<file path="src/rtl/pla_pkg.sv">
package pla_pkg;

   typedef enum logic [1:0] {
      LIT_DC   = 2'b00,
      LIT_NEG  = 2'b01,
      LIT_POS  = 2'b10,
      LIT_KILL = 2'b11
   } lit_e;

   // contribution of one input to one product term
   function automatic logic lit_pass(input logic [1:0] code, input logic x);
      logic r;
      unique case (code)
         LIT_DC:   r = 1'b1;
         LIT_NEG:  r = ~x;
         LIT_POS:  r = x;
         default:  r = 1'b0;
      endcase
      return r;
   endfunction

endpackage

</file>
<file path="src/rtl/pla_cfg_shift.sv">
module pla_cfg_shift #(
   parameter int W = 96
) (
   input  logic         clk,
   input  logic         rst_n,
   input  logic         shift_en,
   input  logic         shift_bit,
   output logic [W-1:0] cfg_q
);

   initial begin
      if (W < 2) $error("pla_cfg_shift: W must be at least 2");
   end

   always_ff @(posedge clk or negedge rst_n) begin
      if (!rst_n)        cfg_q <= '0;
      else if (shift_en) cfg_q <= {cfg_q[W-2:0], shift_bit};
   end


   shift_in_chk: assert property (@(posedge clk) disable iff (!rst_n)
      shift_en |=> (cfg_q[0] == $past(shift_bit)) && (cfg_q[W-1:1] == $past(cfg_q[W-2:0])));


   shift_hold_chk: assert property (@(posedge clk) disable iff (!rst_n)
      !shift_en |=> $stable(cfg_q));

endmodule

</file>
<file path="src/rtl/pla_and_plane.sv">
module pla_and_plane
   import pla_pkg::*;
#(
   parameter int N_IN   = 4,
   parameter int N_TERM = 8
) (
   input  logic                       clk,
   input  logic                       rst_n,
   input  logic [2*N_IN*N_TERM-1:0]   lit_cfg,
   input  logic [N_IN-1:0]            din,
   output logic [N_TERM-1:0]          term
);

   localparam int ROW_W = 2*N_IN;

   initial begin
      if (N_IN < 1 || N_TERM < 1) $error("pla_and_plane: sizes must be positive");
   end

   for (genvar t = 0; t < N_TERM; t++) begin : g_term
      logic [N_IN-1:0] pass;
      logic [N_IN-1:0] killed;
      for (genvar i = 0; i < N_IN; i++) begin : g_in
         assign pass[i]   = lit_pass(lit_cfg[t*ROW_W + 2*i +: 2], din[i]);
         assign killed[i] = (lit_cfg[t*ROW_W + 2*i +: 2] == LIT_KILL);
      end
      assign term[t] = &pass;


      kill_term_chk: assert property (@(posedge clk) disable iff (!rst_n)
         (|killed) |-> !term[t]);


      dc_term_chk: assert property (@(posedge clk) disable iff (!rst_n)
         (lit_cfg[t*ROW_W +: ROW_W] == '0) |-> term[t]);
   end

endmodule

</file>
<file path="src/rtl/pla_or_plane.sv">
module pla_or_plane #(
   parameter int N_TERM   = 8,
   parameter int N_OUT    = 4,
   parameter bit PAL_MODE = 1'b0
) (
   input  logic                      clk,
   input  logic                      rst_n,
   input  logic [N_OUT*N_TERM-1:0]   conn,
   input  logic [N_TERM-1:0]         term,
   output logic [N_OUT-1:0]          sum
);

   localparam int GRP = (N_TERM / N_OUT > 0) ? N_TERM / N_OUT : 1;

   initial begin
      if (PAL_MODE && (N_TERM % N_OUT != 0))
         $error("pla_or_plane: grouped mode needs N_TERM divisible by N_OUT");
   end

   for (genvar o = 0; o < N_OUT; o++) begin : g_out
      logic [N_TERM-1:0] reach;
      logic [N_TERM-1:0] row;
      if (PAL_MODE) begin : g_grouped
         for (genvar t = 0; t < N_TERM; t++) begin : g_bit
            assign reach[t] = (t / GRP == o);
         end
      end else begin : g_shared
         assign reach = '1;
      end
      assign row    = conn[o*N_TERM +: N_TERM] & reach;
      assign sum[o] = |(term & row);


      no_conn_chk: assert property (@(posedge clk) disable iff (!rst_n)
         (conn[o*N_TERM +: N_TERM] == '0) |-> !sum[o]);

      if (PAL_MODE) begin : g_grp_chk

         pal_group_chk: assert property (@(posedge clk) disable iff (!rst_n)
            sum[o] |-> (|term[o*GRP +: GRP]));
      end
   end

endmodule

</file>
<file path="src/rtl/pla_array.sv">
module pla_array #(
   parameter int N_IN     = 4,
   parameter int N_TERM   = 8,
   parameter int N_OUT    = 4,
   parameter bit PAL_MODE = 1'b0
) (
   input  logic              clk,
   input  logic              rst_n,
   input  logic              load_en,
   input  logic              load_bit,
   input  logic [N_IN-1:0]   din,
   output logic [N_OUT-1:0]  dout
);

   localparam int AND_W = 2*N_IN*N_TERM;
   localparam int OR_W  = N_OUT*N_TERM;
   localparam int CFG_W = AND_W + OR_W;

   logic [CFG_W-1:0]  img;
   logic [N_TERM-1:0] term;
   logic [N_OUT-1:0]  sum;

   pla_cfg_shift #(.W(CFG_W)) u_shift (
      .clk       (clk),
      .rst_n     (rst_n),
      .shift_en  (load_en),
      .shift_bit (load_bit),
      .cfg_q     (img)
   );

   pla_and_plane #(.N_IN(N_IN), .N_TERM(N_TERM)) u_and (
      .clk     (clk),
      .rst_n   (rst_n),
      .lit_cfg (img[CFG_W-1:OR_W]),
      .din     (din),
      .term    (term)
   );

   pla_or_plane #(.N_TERM(N_TERM), .N_OUT(N_OUT), .PAL_MODE(PAL_MODE)) u_or (
      .clk   (clk),
      .rst_n (rst_n),
      .conn  (img[OR_W-1:0]),
      .term  (term),
      .sum   (sum)
   );

   assign dout = load_en ? '0 : sum;


   load_mask_chk: assert property (@(posedge clk) disable iff (!rst_n)
      load_en |-> (dout == '0));

endmodule

</file>
<file path="config.mk">
export PLATFORM = sky130hd
export DESIGN_NAME = pla_array
export DESIGN_NICKNAME = d
export VERILOG_FILES = /design/src/rtl/pla_pkg.sv /design/src/rtl/pla_cfg_shift.sv /design/src/rtl/pla_and_plane.sv /design/src/rtl/pla_or_plane.sv /design/src/rtl/pla_array.sv
export SDC_FILE = /design/constraint.sdc
export NUM_CORES = 1
export LEC_CHECK = 0
export BUFFER_PORTS_ARGS = -buffer_cell sky130_fd_sc_hd__buf_2
export CORE_MARGIN = 1
export CORE_UTILIZATION = 50
export DETAILED_ROUTE_END_ITERATION = 8
export PLACE_DENSITY = 0.66
export SLEW_MARGIN = 0
export SYNTH_ARGS = -nofsm -noshare
export SYNTH_HDL_FRONTEND = slang
export SYNTH_SLANG_ARGS = --single-unit
export TNS_END_PERCENT = 1
</file>
<file path="constraint.sdc">
create_clock -name clk -period 2.84 [get_ports clk]
set_clock_uncertainty 0.2 [all_clocks]
set_input_delay 0 -clock clk [delete_from_list [all_inputs] [get_ports clk]]
set_output_delay 0 -clock clk [all_outputs]
set_load 0.02 [all_outputs]
</file>
After elaboration in Yosys (flattened, before gate mapping). Index checks and enable logic that the tools add are counted.

Memories: 0. Register bits after elaboration: 96. Latch bits: 0. Logic and storage cells: 150. Bits in read-only memories: 0. Output and inout port bits: 4. Bits in writable memories: 0. Bits of input ports: 8.

Magnitude comparators: 0. Reduce and logical (&&, ||, !) cells: 44. Equality and inequality tests: 64. Bitwise operators: 8. Div/mod/pow operators: 0. Muxes and demuxes: 33. $mul: 0. Add/subtract/negate cells: 0. Shift-type cells: 0.

Operators by type and width (number): $pmux W1 S3 (32); $eq A2 B1 Y1 const B (32); $eq A2 B2 Y1 const B (32); $logic_not A2 Y1 (32); $and A8 B8 Y8 (4); $reduce_and A4 Y1 (8); $reduce_or A8 Y1 (4); $mux W4 (1); $not A1 Y1 (4).

Depth between registers and ports, before layout. Gate-level depths: netlist (run 1).

Depth after elaboration: 6. Depth in mapped cells: 5. Depth with buffers taken out: 4.

Modules after synthesis. From an unflattened synthesis (run 1), not the netlist that was laid out.

Cells, all modules: 271. Area total of the unflattened synthesis: 4370.4 um2.

Modules (own cells, without submodules): pla_cfg_shift (cells an instance 203, sequential area each 2402.3 um2, area an instance 3764.9 um2, times used 1); pla_and_plane (cells an instance 44, sequential area each 0.0 um2, area an instance 435.4 um2, times used 1); pla_or_plane (cells an instance 20, sequential area each 0.0 um2, area an instance 145.1 um2, times used 1); pla_array (cells an instance 4, sequential area each 0.0 um2, area an instance 25.0 um2, times used 1).

Least setup slack after synthesis (run 1). OpenSTA, ideal clock, no wires.

Path type: register -> output. Start point: register u_shift.cfg_q[46]. End point: output dout[0]. Required time: 2640 ps. Slack: 1376 ps. Arrival: 1264 ps. Stages on the path, launching flop included: 5. Buffers on the path: 0. Path through: dfrtp_1 mux2i_1 and4_4 a22oi_1 a41oi_1.

Cells in the longest elaborated chain, start to end: 6. Elaborated cells on any way between the ends: 8. Classes of those cells: eq/ne: 2; mux: 2; bitwise: 1; reduce/logical: 3.

RTL lines: from (decl) (line pla_cfg_shift.sv:8) `output logic [W-1:0] cfg_q`; from (signal assigned) (line pla_cfg_shift.sv:17) `else if (shift_en) cfg_q <= {cfg_q[W-2:0], shift_bit};`; $eq A2 B2 Y1, or another cell as far along (line pla_pkg.sv:13) `unique case (code)`; $pmux W1 S3 * (line pla_pkg.sv:13); $reduce_and A4 Y1 * (line pla_and_plane.sv:27) `assign term[t] = &pass;`; $and A8 B8 Y8 * (line pla_or_plane.sv:31) `assign sum[o] = |(term & row);`; $reduce_or A8 Y1 * (line pla_or_plane.sv:31); $mux W4 * (line pla_array.sv:47) `assign dout = load_en ? '0 : sum;`; to (decl) (line pla_array.sv:12) `output logic [N_OUT-1:0] dout`.

Every way passes the cells marked *; elsewhere a longest branch is shown, timed or not.

Final worst setup path (run 1).
Start point: register u_shift.cfg_q[70]. End point: output dout[2].

The elaborated chain is that of the path after synthesis.

==> reports/summary.txt, run 1 <==
===============================================================================================
Core Box Area ....................................................................     7850 um2
Clock input transition at the sequential cells of the worst setup and hold paths .      0.09 ns
Maximum count of clock buffers along a single path ...............................            2
Startpoint-to-endpoint class of the critical path ................................ flip-flop to primary output
Achievable Freq ..................................................................      496 MHz
Iteration count of the initial detailed-routing pass .............................            4
Maximum VDD drop .................................................................   0.000305 V
Wire length reported by the detailed router ......................................      7050 um
YS warnings ......................................................................            0
Regs by FF count ................................................................. u_shift.cfg_q (96)
Worst rel slew slack .............................................................        0.622
Setup repair after global routing missed its margin ..............................           no
Hold path startpoint .............................................................      load_en
Core utilization of the finished layout ..........................................        0.573
Fraction of synthesized cell area taken by the top area cell type ................        0.581
Seq. cell area ...................................................................     2400 um2
Antenna violations before repair .................................................            0
Share of layout cells above drive strength 1 .....................................        0.455
Synthesized flop and latch total .................................................           96
Ant diodes .......................................................................            0
Drt wl/cell ......................................................................      18.2 um
H-Tree Level Count ...............................................................            3
Remaining design rule violation count ............................................            0
Slack of the worst reg-to-reg path ...............................................      1.80 ns
Starting utilization of the core area ............................................        0.527
Chip Height ......................................................................      92.9 um
Cell chosen for the clock root ...................................................     clkbuf_8
Area used by multi-input combinational logic .....................................     1630 um2
Final min period .................................................................      2.01 ns
Power density over cell area .....................................................   640 nW/um2
Endpoint with the worst hold slack ............................................... u_shift.cfg_q[79]
CP max-delay cell ................................................................      dfrtp_1
Crit. End Element ................................................................ primary output
Cell-by-cell trace of the critical path .......................................... mux2i_1 > and4_1 > a22oi_1 > a41oi_1 > buf_2
Most used standard cells in the synthesized netlist .............................. dfrtp_1, mux2_2, mux2i_1, a22oi_1, buf_2
Routed vias ......................................................................         2181
Kind of start point of the critical path .........................................    flip-flop
Max Slew Vio Count ...............................................................            0
Fillers ..........................................................................          652
Vias per cell ....................................................................         5.62
Post-CTS resize count ............................................................            0
Top_reg_cell synth ...............................................................      dfrtp_1
Maximum number of pins on one net before global-route repair .....................           60
Share of flip-flops with an asynchronous set or reset after synthesis ............         1.00
Count of flip-flops with a built-in enable after synthesis .......................            0
Sinks on the clock net ...........................................................           96
Per-instance average area after synthesis ........................................     15.5 um2
Number of buffers created by CTS .................................................            9
Die ar. ..........................................................................     8640 um2
Launching point of the worst reg2reg path ........................................ u_shift.cfg_q[0]
Register with the most flip-flops ................................................ u_shift.cfg_q
Worst Path Max Fanout ............................................................            4
Final setup violating endpoints ..................................................            0
Capture point of the worst reg-to-reg path ....................................... u_shift.cfg_q[1]
Max reg flops ....................................................................           96
P_leak ...........................................................................      2.19 nW
Count of nets left with antenna violations after detail routing ..................            0
Register area share after synthesis ..............................................        0.581
Required arrival time at the worst endpoint ......................................      2.64 ns
Detailed-placement wirelength estimate ...........................................      4400 um
Total nets after synthesis .......................................................          275
Clk_lat worst skew ...............................................................      0.35 ns
Routability cong. ................................................................        0.670
Number of standard cells after synthesis .........................................          267
Met3 layer usage reported by global route ........................................       0.0328
Global routing met2 resource utilization .........................................        0.268
First DRT Iteration DRCs .........................................................           78
Count of buffers from port buffering .............................................           11
Slowest Stage Delay on Critical Path .............................................      0.40 ns
Most congested layer reported by global routing ..................................         met2
Net count reported at finish .....................................................          289
Top-Level Pins ...................................................................           12
Final global-route overflow total ................................................            0
Post-synth cell types ............................................................           11
Worst hold path cell count .......................................................            2
Netlist area before placement ....................................................     4130 um2
Hold crit path type .............................................................. input port to flip-flop
Share of the clock period used by the worst path .................................        0.709
All-layer global routing usage ...................................................        0.182
Number of endpoints with negative hold slack in the final report .................            0
Synth-to-layout area growth ......................................................        8.69%
Met1 usage in global routing .....................................................        0.266
Worst-Margin Slew ................................................................     0.568 ns
CTS tree .........................................................................        built
Dominant cells by area after synthesis ........................................... dfrtp_1, mux2_2, mux2i_1, a22oi_1, buf_2
Number of cells on the worst reg-to-reg path .....................................            1
Horiz. Die Dim ...................................................................      92.9 um
Global-route wire length before repair ...........................................     11800 um
Site Rows ........................................................................           32
Outcome .......................................................................... complete, no violations
Sum of negative setup slack ......................................................         0 ns
Count of max-cap constraint violations ...........................................            0
Area leader, netlist .............................................................      dfrtp_1
Number of global-route vias before repair ........................................         2296
Critical path data arrival time ..................................................      1.81 ns
===============================================================================================
[kinds of logic (layout without fill, tap and decap cells)]
logic type,Yosys count,in the layout,synth area share
muxes,128,128,0.339
DFF,96,96,0.581
AOI/OAI and AO/OA,20,20,0.0375
buffers and inverters,15,34,0.0239
and+or+nand+nor,8,8,0.0185
[cell type report]
type	count	share of cell area
flip-flops and latches	96	0.535
multi-input cells	156	0.363
repair buffers	18	0.0351
well taps	102	0.0284
clock buffers	9	0.0276
clock inverters	7	0.0109
[how the worst max path moves through the flow]
| stage | start | endpoint | slack [ns] |
|---|---|---|---|
| finish | u_shift.cfg_q[70] | dout[2] | 0.83 |
| CTS | u_shift.cfg_q[70] | dout[3] | 0.82 |
| global placement | din[3] | dout[3] | 1.15 |
| detailed placement | din[3] | dout[3] | 1.20 |
| global route | u_shift.cfg_q[70] | dout[2] | 0.74 |
| floorplan | u_shift.cfg_q[46] | dout[0] | 1.38 |
[stage by stage]
stage	setup WS [ns]	instances	power [mW]	hold WS, ns	cell area [um2]
after floorplan	1.38	267	1.99	-0.496	4130
after global placement	1.15	368	2.10	-0.192	4270
after detailed placement	1.20	368	2.11	-0.197	4270
after CTS	0.821	388	2.91	0.0482	4490
after global routing	0.735	388	3.02	0.0668	4490
final	0.826	388	2.88	0.0491	4490
[power by group]
group	internal, mW	total [mW]	switching [mW]
clock	0.316	0.788	0.472
combinational	0.244	0.409	0.166
sequential	1.54	1.68	0.135
total	2.10	2.88	0.773
[layout by cell type, fill, tap and decap left out]
cell	n
clkinv_4	1
and4_2	1
mux2_2	96
buf_2	9
a41oi_1	4
buf_4	3
clkbuf_8	9
clkinv_2	2
dlygate4sd3_1	3
buf_12	3
mux2i_1	32
a22oi_1	16
and4_1	5
clkinvlp_4	4
and4_4	2
dfrtp_1	96
[repair_timing]
| action | CTS | global route |
|---|---|---|
| hold buffers | 4 | 0 |
| endpoints found under the hold margin | 97 | 0 |
| buffers inserted | 0 | 0 |
[critical path: cells and delay by family, from the launching register on]
kind,cells,cell delay [ns]
AO/OA/AOI/OAI,2,0.32
multiplexers,1,0.14
flip-flops,1,0.40
buffers and inverters,1,0.20
AND/OR/NAND/NOR,1,0.40
[metal layers]
metal | wire [um] | part of all wire | up-vias
li1 | - | - | 1018
met1 | 3760 | 0.53 | 1130
met2 | 3030 | 0.43 | 25
met3 | 142 | 0.020 | 8
met4 | 112 | 0.016 | 0
met5 | 0 | 0 | -
Power figures use the tool's default switching activity.
==> run 2, diff against run 1 <==
--- a/config.mk
+++ b/config.mk
@@ -9,7 +9,7 @@
 export CORE_MARGIN = 1
 export CORE_UTILIZATION = 50
 export DETAILED_ROUTE_END_ITERATION = 8
-export PLACE_DENSITY = 0.66
+export PLACE_DENSITY = 0.69
 export SLEW_MARGIN = 0
 export SYNTH_ARGS = -nofsm -noshare
 export SYNTH_HDL_FRONTEND = slang
==> constraint.sdc (replaced) <==
create_clock -name clk -period 1.8 [get_ports clk]
set_clock_uncertainty 0.2 [all_clocks]
set_input_delay 0 -clock clk [delete_from_list [all_inputs] [get_ports clk]]
set_output_delay 0 -clock clk [all_outputs]
set_load 0.02 [all_outputs]
==> run 2 against run 1 <==
The flow now finishes with violations (negative setup slack). Wire length is 1.8% higher. Die area stayed put. Critical path depth stayed put. Final cell count is 1.8% higher. Register-to-register slack worse by 1.1 ns. Power is 70% higher. Clock power is 94% higher.
==> reports/summary.txt, run 2 (synthesis results as in run 1) <==
===============================================================================================
Routability cong. ................................................................        0.731   was 0.670
Core Box Area ....................................................................     7850 um2   unchanged
Global-route wire length before repair ...........................................     12100 um   was 11800 um
Antenna violations before repair .................................................            0   unchanged
Register with the most flip-flops ................................................ u_shift.cfg_q   unchanged
Regs by FF count ................................................................. u_shift.cfg_q (96)   unchanged
Top-Level Pins ...................................................................           12   unchanged
Maximum VDD drop .................................................................   0.000658 V   was 0.000305 V
Seq. cell area ...................................................................     2400 um2   unchanged
Hold crit path type .............................................................. input port to flip-flop   unchanged
Worst-Margin Slew ................................................................     0.510 ns   was 0.568 ns
Failing checks ................................................................... negative setup slack
Max Slew Vio Count ...............................................................            0   unchanged
Count of max-cap constraint violations ...........................................            0   unchanged
Final Instance Count excl. Fillers ...............................................          395   was 388
Number of global-route vias before repair ........................................         2353   was 2296
Minimum setup slack in the final design ..........................................    -0.114 ns   was 0.826 ns
Clk_lat worst skew ...............................................................      0.36 ns   was 0.35 ns
Cell chosen for the clock root ...................................................     clkbuf_8   unchanged
Count of nets left with antenna violations after detail routing ..................            0   unchanged
Share of layout cells above drive strength 1 .....................................        0.498   was 0.455
Crit. End Element ................................................................ primary output   unchanged
Remaining design rule violation count ............................................            0   unchanged
Share of the clock period used by the worst path .................................         1.06
Placed Instances .................................................................          372   was 368
Maximum number of pins on one net before global-route repair .....................           38   was 60
Routed vias ......................................................................         2248   was 2181
Vias per cell ....................................................................         5.69   was 5.62
Setup repair after global routing missed its margin ..............................          yes   was no
Detailed-placement wirelength estimate ...........................................      4730 um   was 4400 um
Kind of start point of the critical path .........................................    flip-flop   unchanged
Number of buffers created by CTS .................................................            9   unchanged
Maximum count of clock buffers along a single path ...............................            2   unchanged
Final min period .................................................................      1.91 ns
Final setup violating endpoints ..................................................            4   was 0
Worst setup timing slack at the placement stage ..................................     0.124 ns   was 1.20 ns
Sinks on the clock net ...........................................................           96   unchanged
Site Rows ........................................................................           32   unchanged
Synth-to-layout area growth ......................................................        12.9%   was 8.69%
Drt wl/cell ......................................................................      18.2 um   about the same
Number of endpoints with negative hold slack in the final report .................            0   unchanged
Iteration count of the initial detailed-routing pass .............................            4   unchanged
Max reg flops ....................................................................           96   unchanged
Required arrival time at the worst endpoint ......................................      1.60 ns   was 2.64 ns
Fillers ..........................................................................          644   was 652
Achievable Freq ..................................................................      522 MHz
Count of buffers from port buffering .............................................           11   unchanged
Final global-route overflow total ................................................            0   unchanged
Horiz. Die Dim ...................................................................      92.9 um   unchanged
Chip Height ......................................................................      92.9 um   unchanged
Worst rel slew slack .............................................................        0.660   was 0.622
CTS tree .........................................................................        built   unchanged
H-Tree Level Count ...............................................................            3   unchanged
Worst Path Max Fanout ............................................................            4   unchanged
Die ar. ..........................................................................     8640 um2   unchanged
Area used by multi-input combinational logic .....................................     1680 um2   was 1630 um2
Most frequent cells in the layout ................................................ mux2_2, dfrtp_1, mux2i_1   unchanged
Power density over cell area .....................................................  1050 nW/um2   was 640 nW/um2
Starting utilization of the core area ............................................        0.527   unchanged
Outcome .......................................................................... finished, violations left   was complete, no violations
Wire length reported by the detailed router ......................................      7170 um   was 7050 um
Net count reported at finish .....................................................          296   was 289
P_leak ...........................................................................      2.28 nW   was 2.19 nW
Startpoint-to-endpoint class of the critical path ................................ flip-flop to primary output   unchanged
First DRT Iteration DRCs .........................................................          112   was 78
Clock input transition at the sequential cells of the worst setup and hold paths .      0.08 ns   was 0.09 ns
Ant diodes .......................................................................            0   unchanged
Critical path data arrival time ..................................................      1.71 ns   was 1.81 ns
All-layer global routing usage ...................................................        0.188   was 0.182
===============================================================================================
run 2: cell types whose count changed in the layout (fill, tap and decap cells not counted), sizes merged:
cell and change:
buf +6, bufinv +2, clkinv -2, clkinvlp -2
clkbuf +1, dlygate4sd3 +1, inv +1
run 2: cell type report:
| cell class | instances | area share |
|---|---|---|
| clock buffers | 10 | 0.0273 |
| clock inverters | 6 | 0.0198 |
| repair buffers | 25 | 0.0504 |
| well taps | 102 | 0.0273 |
| multi-input cells | 156 | 0.360 |
| flip-flops and latches | 96 | 0.515 |
run 2: path summary, 6_finish.rpt:
path / startpoint / endpoint / slack, ns / cells past startpoint
setup / recovery: u_shift.cfg_q[47] / dout[3] / -0.11 / 5
hold / removal: load_bit / u_shift.cfg_q[0] / 0.21 / 3
setup reg to reg: u_shift.cfg_q[76] / u_shift.cfg_q[77] / 0.70 / 2
hold reg to reg: u_shift.cfg_q[95] / u_shift.cfg_q[95] / 0.33 / 1
max in group asynchronous: rst_n / u_shift.cfg_q[54] / 0.36 / 4
min in group asynchronous: rst_n / u_shift.cfg_q[2] / 0.49 / 3
run 2: metal layers:
| metal | track usage | up-vias | routed length (um) | share of wire |
|---|---|---|---|---|
| li1 | - | 1044 | - | - |
| met1 | 0.260 | 1172 | 3530 | 0.49 |
| met2 | 0.290 | 24 | 3350 | 0.47 |
| met3 | 0.0550 | 8 | 200 | 0.028 |
| met4 | 0.0500 | 0 | 87 | 0.012 |
| met5 | 0 | - | 0 | 0 |
run 2: worst max-delay path, stage by stage, from the launching register on:
cell and delay [ns]:
dfrtp_1 0.41, mux2i_1 0.16, and4_4 0.30, a22oi_1 0.11, a41oi_2 0.21, buf_4 0.17
run 2: power breakdown:
group / internal, mW / switching, mW
registers: 2.44 / 0.227
logic: 0.420 / 0.290
clock network: 0.790 / 0.741
run 2: per-stage QoR:
step / TNS [ns] / utilization / hold WS (ns) / cell area (um2) / total power [mW]
CTS: -0.429 / 0.592 / 0.190 / 4650 / 4.95
detailed placement: 0 / 0.551 / -0.195 / 4330 / 3.36
floorplan: 0 / - / -0.496 / 4130 / 3.13
global route: -0.781 / 0.595 / 0.219 / 4670 / 5.13
global placement: 0 / 0.551 / -0.194 / 4330 / 3.34
finish: -0.397 / 0.595 / 0.212 / 4670 / 4.91
run 2: timing repair:
item                                   CTS  global route
pin swaps                                6             7
setup endpoints to repair                4             4
resized for setup                       18             2
hold buffers                             4             0
buffers inserted                         2             1
endpoints found under the hold margin  109             0
==> run 3, diff against run 2 <==
--- a/config.mk
+++ b/config.mk
@@ -8,8 +8,9 @@
 export BUFFER_PORTS_ARGS = -buffer_cell sky130_fd_sc_hd__buf_2
 export CORE_MARGIN = 1
 export CORE_UTILIZATION = 50
+export CTS_BUF_LIST = sky130_fd_sc_hd__clkbuf_2
 export DETAILED_ROUTE_END_ITERATION = 8
-export PLACE_DENSITY = 0.69
+export PLACE_DENSITY = 0.73
 export SLEW_MARGIN = 0
 export SYNTH_ARGS = -nofsm -noshare
 export SYNTH_HDL_FRONTEND = slang
==> run 3 against run 2 <==
The flow still finishes with violations (negative setup slack). Design area decreased by 0.70%. Global-route usage down 0.50 points. Non-clock buffer count rose by 4. Combinational power grew 4.4%. Final cell count increased by 1.0%. Worst setup slack worse by 0.25 ns. Via count up 0.44%. First-iteration DRC count up 38%. Wire length down 3.2%. Clock power shrank 27%. Count of clock-buffer cells in the layout is 1 lower. Die area unchanged. Critical path type unchanged. Largest cell class unchanged.
==> reports/summary.txt, run 3 (synthesis results as in run 1) <==
===============================================================================================
Worst Path Max Fanout ............................................................            4   unchanged
Cell area after layout ...........................................................     4640 um2   was 4670 um2
Regs by FF count ................................................................. u_shift.cfg_q (96)   unchanged
Cell chosen for the clock root ...................................................     clkbuf_2   was clkbuf_8
Crit path from ................................................................... u_shift.cfg_q[55]   was u_shift.cfg_q[47]
Outcome .......................................................................... finished, violations left   unchanged
H-Tree Level Count ...............................................................            3   unchanged
Synth-to-layout area growth ......................................................        12.1%   was 12.9%
Global-route wire length before repair ...........................................     11800 um   was 12100 um
Sequential power share ...........................................................        0.589   was 0.543
Max Slew Vio Count ...............................................................            0   unchanged
Final global-route overflow total ................................................            0   unchanged
Die ar. ..........................................................................     8640 um2   unchanged
Power density over cell area .....................................................   978 nW/um2   was 1050 nW/um2
Chip Height ......................................................................      92.9 um   unchanged
Sinks on the clock net ...........................................................           96   unchanged
Number of buffers created by CTS .................................................            9   unchanged
Site Rows ........................................................................           32   unchanged
First DRT Iteration DRCs .........................................................          155   was 112
P_leak ...........................................................................      2.27 nW   was 2.28 nW
Routability cong. ................................................................        0.687   was 0.731
Failing checks ................................................................... negative setup slack   unchanged
Count of max-cap constraint violations ...........................................            0   unchanged
Starting utilization of the core area ............................................        0.527   unchanged
All-layer global routing usage ...................................................        0.183   was 0.188
Drt wl/cell ......................................................................      17.4 um   was 18.2 um
Clk_lat worst skew ...............................................................      0.54 ns   was 0.36 ns
Crit. End Element ................................................................ primary output   unchanged
Hold slack final .................................................................     0.306 ns   was 0.212 ns
Maximum VDD drop .................................................................   0.000688 V   was 0.000658 V
Most frequent cells in the layout ................................................ mux2_2, dfrtp_1, mux2i_1   unchanged
Required arrival time at the worst endpoint ......................................      1.60 ns   about the same
Remaining design rule violation count ............................................            0   unchanged
Antenna violations before repair .................................................            0   unchanged
Count of nets left with antenna violations after detail routing ..................            0   unchanged
Hold path startpoint .............................................................      load_en   was load_bit
Share of layout cells above drive strength 1 .....................................        0.505   was 0.498
Final min period .................................................................      2.16 ns   was 1.91 ns
Launching point of the worst reg2reg path ........................................ u_shift.cfg_q[0]   was u_shift.cfg_q[76]
Maximum number of pins on one net before global-route repair .....................           97   was 38
Final setup violating endpoints ..................................................            4   unchanged
Clock input transition at the sequential cells of the worst setup and hold paths .      0.25 ns   was 0.08 ns
Iteration count of the initial detailed-routing pass .............................            4   unchanged
Ant diodes .......................................................................            0   unchanged
Net count reported at finish .....................................................          300   was 296
Worst rel slew slack .............................................................        0.665   was 0.660
Share of the clock period used by the worst path .................................         1.20   was 1.06
Achievable Freq ..................................................................      462 MHz   was 522 MHz
Top-Level Pins ...................................................................           12   unchanged
Detailed-placement wirelength estimate ...........................................      4460 um   was 4730 um
Startpoint-to-endpoint class of the critical path ................................ flip-flop to primary output   unchanged
Number of global-route vias before repair ........................................         2385   was 2353
Instance area at placement .......................................................     4330 um2   unchanged
CTS tree .........................................................................        built   unchanged
Clock share of power .............................................................        0.248   was 0.312
Kind of start point of the critical path .........................................    flip-flop   unchanged
Int Pwr ..........................................................................      3.32 mW   was 3.65 mW
Hold crit path type .............................................................. input port to flip-flop   unchanged
Vias per cell ....................................................................         5.66   was 5.69
Count of buffers from port buffering .............................................           11   unchanged
Max reg flops ....................................................................           96   unchanged
Fraction of power spent switching nets ...........................................        0.267   was 0.256
Core Box Area ....................................................................     7850 um2   unchanged
Setup repair after global routing missed its margin ..............................          yes   unchanged
Minimum setup slack in the final design ..........................................    -0.363 ns   was -0.114 ns
Number of endpoints with negative hold slack in the final report .................            0   unchanged
Routed vias ......................................................................         2258   was 2248
Worst-Margin Slew ................................................................     0.503 ns   was 0.510 ns
Horiz. Die Dim ...................................................................      92.9 um   unchanged
Register with the most flip-flops ................................................ u_shift.cfg_q   unchanged
Wire length reported by the detailed router ......................................      6940 um   was 7170 um
Maximum count of clock buffers along a single path ...............................            2   unchanged
Switching component of the power .................................................      1.21 mW   was 1.26 mW
Total Power Consumption ..........................................................      4.53 mW   was 4.91 mW
Critical path data arrival time ..................................................      1.96 ns   was 1.71 ns
Combinational share of power .....................................................        0.163   was 0.145
===============================================================================================
run 3: timing repair:
| action | CTS | global route |
|---|---|---|
| hold endpoints to repair | 192 | 0 |
| setup endpoints to repair | 4 | 4 |
| hold buffers | 6 | 0 |
| pin swaps | 9 | 6 |
| gates cloned | 0 | 0 |
| gates resized for setup | 19 | 4 |
| buffers inserted | 4 | 1 |
run 3: power by group through the flow:
stage	Sequential [mW]	Clock (mW)	Combinational [mW]
floorplan	2.62	0	0.517
global placement	2.69	0	0.640
detailed placement	2.70	0	0.661
CTS	2.67	1.18	0.729
global route	2.72	1.25	0.810
finish	2.67	1.12	0.741
run 3: layout make-up:
cell class	count	area (um2)
Clock buffer	9	45.0
Clock inverter	7	86.3
Fill cell	650	3210
Multi-Input combinational cell	156	1700
Sequential cell	96	2400
Tap cell	102	128
Timing Repair Buffer	29	270
run 3: per-layer routing:
layer	global-route usage	wire, um
met5	0	0
met4	0.0679	150
met3	0.0525	201
met2	0.276	3190
met1	0.251	3400
run 3: final timing paths:
check                           cells past startpoint  slack (ns)           endpoint
worst min-delay path                                3        0.31  u_shift.cfg_q[94]
worst max-delay path                                5       -0.36            dout[1]
worst max register to register                      2        0.24   u_shift.cfg_q[0]
min in group asynchronous                           4        0.37   u_shift.cfg_q[7]
worst min register to register                      1        0.34  u_shift.cfg_q[95]
max in group asynchronous                           4        0.61  u_shift.cfg_q[84]
run 3: stage by stage:
step / util / setup slack [ns] / cells / TNS, ns
global placement: 0.551 / 0.161 / 372 / 0
finish: 0.591 / -0.363 / 399 / -1.36
detailed placement: 0.551 / 0.156 / 372 / 0
floorplan: - / 0.336 / 267 / 0
global route: 0.591 / -0.481 / 399 / -1.87
CTS: 0.587 / -0.393 / 398 / -1.53
run 3: critical path, stage by stage, from the launching register on:
cell	delay, ns
dfrtp_1	0.45
mux2i_1	0.17
and4_4	0.30
a22oi_1	0.11
a41oi_2	0.22
buf_4	0.17
